[config.mk]
export PLATFORM = sky130hd
export DESIGN_NAME = vecint_ctrl
export DESIGN_NICKNAME = d
export VERILOG_FILES = /design/src/rtl/vecint_pkg.sv /design/src/rtl/vecint_edge_latch.sv /design/src/rtl/vecint_prio.sv /design/src/rtl/vecint_ctrl.sv
export SDC_FILE = /design/constraint.sdc
export NUM_CORES = 1
export LEC_CHECK = 0
export ABC_AREA = 0
export BUFFER_PORTS_ARGS = -buffer_cell sky130_fd_sc_hd__buf_2
export CAP_MARGIN = 20
export CELL_PAD_IN_SITES_DETAIL_PLACEMENT = 0
export CELL_PAD_IN_SITES_GLOBAL_PLACEMENT = 1
export CORE_MARGIN = 2
export CORE_UTILIZATION = 27
export DETAILED_ROUTE_END_ITERATION = 12
export PLACE_DENSITY = 0.66
export SYNTH_ARGS = -nofsm -noshare
export SYNTH_HDL_FRONTEND = slang
export SYNTH_SLANG_ARGS = --single-unit
[constraint.sdc]
create_clock -name clk -period 1.3 [get_ports clk]
set_input_delay 0.26 -clock clk [delete_from_list [all_inputs] [get_ports clk]]
set_output_delay 0.26 -clock clk [all_outputs]
set_load 0.02 [all_outputs]
[src/rtl/vecint_pkg.sv]
package vecint_pkg;

    localparam int VEC_W = 16;
    localparam int NMASK = 3;

    // control write word, MSB first
    typedef struct packed {
        logic             en_wr;
        logic             en_val;
        logic             clr75;
        logic             mask_wr;
        logic [NMASK-1:0] mask;   // [2]=7.5 [1]=6.5 [0]=5.5
    } cfg_t;

    localparam int CFG_W = $bits(cfg_t);

    typedef enum logic [2:0] {
        SRC_NONE,
        SRC_NMI,
        SRC_R75,
        SRC_R65,
        SRC_R55,
        SRC_GEN
    } src_e;

    localparam logic [VEC_W-1:0] VEC_NMI = 16'h0024;
    localparam logic [VEC_W-1:0] VEC_R75 = 16'h003C;
    localparam logic [VEC_W-1:0] VEC_R65 = 16'h0034;
    localparam logic [VEC_W-1:0] VEC_R55 = 16'h002C;

    function automatic logic [VEC_W-1:0] vec_of(src_e s);
        case (s)
            SRC_NMI: return VEC_NMI;
            SRC_R75: return VEC_R75;
            SRC_R65: return VEC_R65;
            SRC_R55: return VEC_R55;
            default: return '0;
        endcase
    endfunction

endpackage

[src/rtl/vecint_edge_latch.sv]
module vecint_edge_latch (
    input  logic clk,
    input  logic rst,
    input  logic din,
    input  logic clr,
    output logic pend
);
    logic prev_q;

    always_ff @(posedge clk) begin
        if (rst) begin
            prev_q <= 1'b0;
            pend   <= 1'b0;
        end else begin
            prev_q <= din;
            if (din && !prev_q)
                pend <= 1'b1;      // a fresh edge wins over a clear
            else if (clr)
                pend <= 1'b0;
        end
    end
endmodule

[src/rtl/vecint_prio.sv]
module vecint_prio
    import vecint_pkg::*;
(
    input  logic             nmi_p,
    input  logic             r75_p,
    input  logic             r65,
    input  logic             r55,
    input  logic             gen,
    input  logic             ie,
    input  logic [NMASK-1:0] mask,
    output src_e             sel
);
    always_comb begin
        if (nmi_p)                   sel = SRC_NMI;
        else if (ie && r75_p && !mask[2]) sel = SRC_R75;
        else if (ie && r65 && !mask[1])   sel = SRC_R65;
        else if (ie && r55 && !mask[0])   sel = SRC_R55;
        else if (ie && gen)               sel = SRC_GEN;
        else                              sel = SRC_NONE;
    end
endmodule

[src/rtl/vecint_ctrl.sv]
module vecint_ctrl
    import vecint_pkg::*;
(
    input  logic             clk,
    input  logic             rst,
    input  logic             nmi_req,
    input  logic             req75,
    input  logic             req65,
    input  logic             req55,
    input  logic             gen_req,
    input  logic             boundary,
    input  logic             cfg_we,
    input  logic [CFG_W-1:0] cfg_wdata,
    output logic             accept,
    output logic [VEC_W-1:0] vector,
    output logic             vec_ext,
    output logic             ack_n
);
    cfg_t             cfg;
    logic             ie_q;
    logic [NMASK-1:0] mask_q;
    logic             nmi_pend, r75_pend;
    logic             take;
    src_e             sel;

    assign cfg  = cfg_t'(cfg_wdata);
    assign take = boundary && (sel != SRC_NONE);

    vecint_edge_latch u_nmi_latch (
        .clk (clk),
        .rst (rst),
        .din (nmi_req),
        .clr (take && sel == SRC_NMI),
        .pend(nmi_pend)
    );

    vecint_edge_latch u_r75_latch (
        .clk (clk),
        .rst (rst),
        .din (req75),
        .clr ((take && sel == SRC_R75) || (cfg_we && cfg.clr75)),
        .pend(r75_pend)
    );

    vecint_prio u_prio (
        .nmi_p(nmi_pend),
        .r75_p(r75_pend),
        .r65  (req65),
        .r55  (req55),
        .gen  (gen_req),
        .ie   (ie_q),
        .mask (mask_q),
        .sel  (sel)
    );

    always_ff @(posedge clk) begin
        if (rst) begin
            ie_q    <= 1'b0;
            mask_q  <= '1;
            accept  <= 1'b0;
            vector  <= '0;
            vec_ext <= 1'b0;
            ack_n   <= 1'b1;
        end else begin
            accept  <= take;
            vector  <= take ? vec_of(sel) : '0;
            vec_ext <= take && (sel == SRC_GEN);
            ack_n   <= !(take && (sel == SRC_GEN));
            if (cfg_we && cfg.mask_wr)
                mask_q <= cfg.mask;
            if (take && sel != SRC_NMI)
                ie_q <= 1'b0;
            if (cfg_we && cfg.en_wr)
                ie_q <= cfg.en_val;
        end
    end
endmodule

## Yosys cells after proc, flatten, opt, wreduce, memory -nomap -nowiden

Cells that the tools add are included.

- Bits in registers: 27
- Output and inout port bits: 19

- Reductions and logical operators: 29
- Muxes and demuxes: 12
- Equal/unequal tests: 6
- Bitwise logic cells: 1

Operators with widths:

| operator | number |
|---|---|
| $pmux W6 S4 | 1 |
| $logic_and A1 B1 Y1 | 17 |
| $mux W3 | 5 |
| $eq A3 B2 Y1 const B | 2 |
| $eq A3 B3 Y1 const B | 2 |
| $logic_not A1 Y1 | 6 |
| $mux W1 | 6 |
| $reduce_bool A2 Y1 | 3 |
| $eq A3 B1 Y1 const B | 1 |
| $ne A3 B1 Y1 const B | 1 |
| $reduce_bool A3 Y1 | 1 |
| $reduce_or A2 Y1 | 1 |
| $logic_or A1 B1 Y1 | 1 |
| $not A1 Y1 | 1 |

## Longest topological paths before layout

- Depth after elaboration: 12
- Depth in mapped cells: 4
- Depth with buffers taken out: 4

## By module

From an unflattened synthesis, not the netlist that was laid out.

- Cells, all modules: 77
- Area total of the unflattened synthesis: 726.9 um^2

Modules (own cells, without submodules):

| module | instances | cells each | area an instance (um^2) | sequential area each (um^2) |
|---|---|---|---|---|
| vecint_ctrl | 1 | 53 | 508.0 | 200.2 |
| vecint_edge_latch | 2 | 6 | 67.6 | 40.0 |
| vecint_prio | 1 | 12 | 83.8 | 0.0 |

## Worst setup path before layout

OpenSTA, ideal clock, no wires.

- Path kind: register -> register
- Start: register mask_q[0]
- End: register vector[2]
- Setup slack: 0.161 ns
- Buffers on the path: 0
- Cell stages (with the launch flop): 5
- Clock period less this slack: 1.139 ns
- Arrival time: 1.001 ns
- Required time: 1.161 ns
- Cell sequence: dfxtp_1 > and2b_4 > o21ai_2 > nor4b_4 > a221oi_2

- Word-level cells in the longest chain between the ends: 10
- Elaborated cells between the ends (all ways): 15
- Those cells by class: eq/ne (4); mux (5); bitwise (1); reduce/logical (5)

RTL lines:

| item | RTL line | source |
|---|---|---|
| start, declared | vecint_ctrl.sv:21 | `logic [NMASK-1:0] mask_q;` |
| start signal, assigned | vecint_ctrl.sv:70 | `mask_q <= cfg.mask;` |
| $logic_not A1 Y1 (*) | vecint_prio.sv:17 | `else if (ie && r55 && !mask[0]) sel = SRC_R55;` |
| $logic_and A1 B1 Y1 (*) | vecint_prio.sv:17 |  |
| $mux W3 (*) | vecint_prio.sv:17 |  |
| $mux W3 (*) | vecint_prio.sv:16 | `else if (ie && r65 && !mask[1]) sel = SRC_R65;` |
| $mux W3 (*) | vecint_prio.sv:15 | `else if (ie && r75_p && !mask[2]) sel = SRC_R75;` |
| $mux W3 (*) | vecint_prio.sv:14 | `if (nmi_p) sel = SRC_NMI;` |
| branches (longest 4 deep; another with $pmux W6 S4) | -- |  |
| end signal, assigned | vecint_ctrl.sv:66 | `vector <= take ? vec_of(sel) : '0;` |
| end, declared | vecint_ctrl.sv:15 | `output logic [VEC_W-1:0] vector,` |

Mark *: on every way between the ends.
A chain may end at the register's enable or synchronous reset.

## Final worst setup path

- Start: register mask_q[1]
- End: register vector[2]

- Word-level cells in the longest chain between the ends: 9
- Elaborated cells between the ends (all ways): 14
- Those cells by class: eq/ne (4); mux (4); bitwise (1); reduce/logical (5)

RTL lines:

| item | RTL line |
|---|---|
| $logic_not A1 Y1 (*) | vecint_prio.sv:16 |
| $logic_and A1 B1 Y1 (*) | vecint_prio.sv:16 |
| $mux W3 (*) | vecint_prio.sv:16 |
| $mux W3 (*) | vecint_prio.sv:15 |
| $mux W3 (*) | vecint_prio.sv:14 |
| branches (longest 4 deep; another with $pmux W6 S4) | -- |

Marked as above.

==> out/results.txt <==
Clk pin slew, worst setup/hold paths: 90 ps
sw frac: 26.4%
Critical R2R Launch: mask_q[1]
ANT nets after route: 0
number of port buffers: 22
vias in the first global route: 513
final instance area: 853 um^2
Final Cycle Share: 94.5%
Comb power frac: 16.2%
GP Congestion: 0.717
Hold Buf Count CTS: 0
clock latency on the worst-skew pair: 280 ps
final setup skew: 4.98 ps
post-synthesis cell area: 721 um^2
post-synth top area share: 38.9%
outcome: complete, no violations
first-pass iteration count of the detailed router: 4
max-capacitance violation count: 0
area leader, netlist: dfxtp_1
Avg Synthesized Cell Area: 9.87 um^2
Core Region: 0.00250 mm^2
crit path DAT: 1420 ps
Setup Viol. Count Final: 0
num rows: 18
PwrDens: 1080 mW/mm^2
Sink Count: 14
Starting Density: 28.8%
hpwl dp: 1020 um
Fin. Hold Viols: 0
register area share after synthesis: 38.9%
worst hold path type: input pin to flop
Antenna diodes: 0
Top Usage Layer GRT: met2
NetSw: 242 uW
synth-to-layout area growth: 18.4%
Power Total: 918 uW
CTS tree: done
P_leak: 0.000397 uW
largest fanout on the critical path: 3
WS Path Type: flop to flop
R2R depth: 4
I/O pins: 35
RSZ-0062 raised after global routing: no
grt ovf: 0
Netlist cell types: 32
Setup TNS: 0 ps
Reg2Reg Setup Slack: 70 ps
initial antenna violation count: 0
Setup crit start kind: flop
share of power burned in registers: 50.3%
first-pass GRT wire length: 2140 um
root buf cell: clkbuf_4
cell count of the worst hold path: 3
Die Area: 0.00310 mm^2
die span in y: 55.7 um
Ys Warns: 0
max frequency: 814 MHz
global-route met2 utilization: 14.6%
FF-to-FF End: vector[2]
Setup Buffers After CTS: 0
DRT Wirelength: 1240 um
via count: 557
Hold Path End: u_nmi_latch.prev_q
share of cells above drive strength 1: 39.2%
Max IR drop VDD: 454 uV
Nets: 114
max-slew violations: 0
# DRC: 0
H-Tree Level Count: 1
GR Util met3: 3.02%
Chip Width: 55.7 um
Worst Path Required: 1490 ps
clock share of power: 33.5%
pin count of the biggest net entering global routing: 13
met1 Usage GRT: 9.59%
dpl cell area: 816 um^2
top flop regs: mask_q: 3 flops, vector: 3 flops
# resized after CTS: 0
DRT iter0 DRCs: 9
TritonCTS buffer count: 3
top cells by area, synth: dfxtp_1, buf_4, o41ai_4, a211o_1, nor4b_4
min Tclk post-route: 1230 ps
hold wc startpoint: nmi_req
Cells after Synth: 73
crit end category: flop
Internal Dissipation: 676 uW
total track usage: 8.79%
FF+latch count, synth: 14
CTS max path bufs: 2
routed len/inst: 9.80 um
vias per cell: 4.39
==> placed cells by master, fill, tap and decap left out, types with 2 or more instances in the layout <==
| cell | synthesis | routed |
|---|---|---|
| a211o_1 | 3 | 3 |
| and3_1 | 3 | 3 |
| buf_2 | 0 | 22 |
| clkbuf_4 | 0 | 3 |
| conb_1 | 1 | 12 |
| dfxtp_1 | 14 | 13 |
| inv_1 | 5 | 5 |
| nand2_1 | 4 | 4 |
| nand2b_1 | 3 | 3 |
| nor2_1 | 3 | 3 |
| nor2b_1 | 2 | 2 |
==> final cells by class <==
cell class | count | area, um^2
clock buffers | 4 | 36.3
flip-flops and latches | 14 | 282
well taps | 30 | 37.5
inverters | 5 | 18.8
repair buffers | 23 | 118
multi-input cells | 51 | 362
fillers | 271 | 1650
==> critical path, stage by stage, from the launching register on <==
cell      delay [ps]
dfxtp_1          340
nor2b_4          170
a211oi_2          80
or2_1            270
a221oi_2         270
==> cell usage after synthesis, drive strengths merged <==
master / count
a211o: 3
a211oi: 2
a21oi: 2
a221oi: 1
a22o: 1
and2: 1
and2b: 1
and3: 3
buf: 13
clkbuf: 1
conb: 1
dfxtp: 14
inv: 5
nand2: 4
nand2b: 3
nand3b: 1
nand4: 1
nor2: 3
nor2b: 4
nor3: 1
nor3b: 1
nor4b: 1
o21ai: 2
o22ai: 1
o32ai: 1
o41ai: 1
or2: 1
==> logic make-up (layout without fill, tap and decap cells) <==
group	after synthesis	after routing	synth area share, %
simple gates	25	25	24.5
flops	14	14	38.9
buf+inv	19	32	16.7
other cells	1	12	0.520
compound gates	14	14	19.4
==> through the flow <==
step | setup WS, ps | hold WS [ps] | utilization, % | cells
finish | 71.5 | 215 | 34.1 | 127
floorplan | 161 | 343 | - | 84
global placement | 50.5 | 463 | 32.6 | 123
CTS | 25.5 | 214 | 34.1 | 127
detailed placement | 28.4 | 477 | 32.6 | 123
global route | 7.63 | 222 | 34.1 | 127
==> power groups by stage <==
stage / Sequential, uW / Combinational [uW] / Clock, uW
after floorplan: 474 / 129 / 0
after global placement: 471 / 148 / 0
after detailed placement: 472 / 149 / 0
after CTS: 461 / 150 / 320
after global routing: 465 / 163 / 338
final: 462 / 149 / 307
==> per-layer routing <==
metal / wire length [um] / vias to the layer above
met5: 0 / -
met1: 552 / 258
met3: 94 / 2
met4: 12 / 0
met2: 585 / 20
li1: - / 277
==> worst max path at each step <==
stage / depth (start not counted) / start / slack [ps] / to
global route: 4 / u_r75_latch.pend / 8 / ie_q
CTS: 4 / u_r75_latch.pend / 30 / vector[2]
global placement: 5 / req65 / 50 / vector[2]
floorplan: 4 / mask_q[0] / 160 / vector[2]
finish: 4 / mask_q[1] / 70 / vector[2]
detailed placement: 5 / req65 / 30 / vector[2]
No activity file was read; power rests on OpenSTA's default activity.
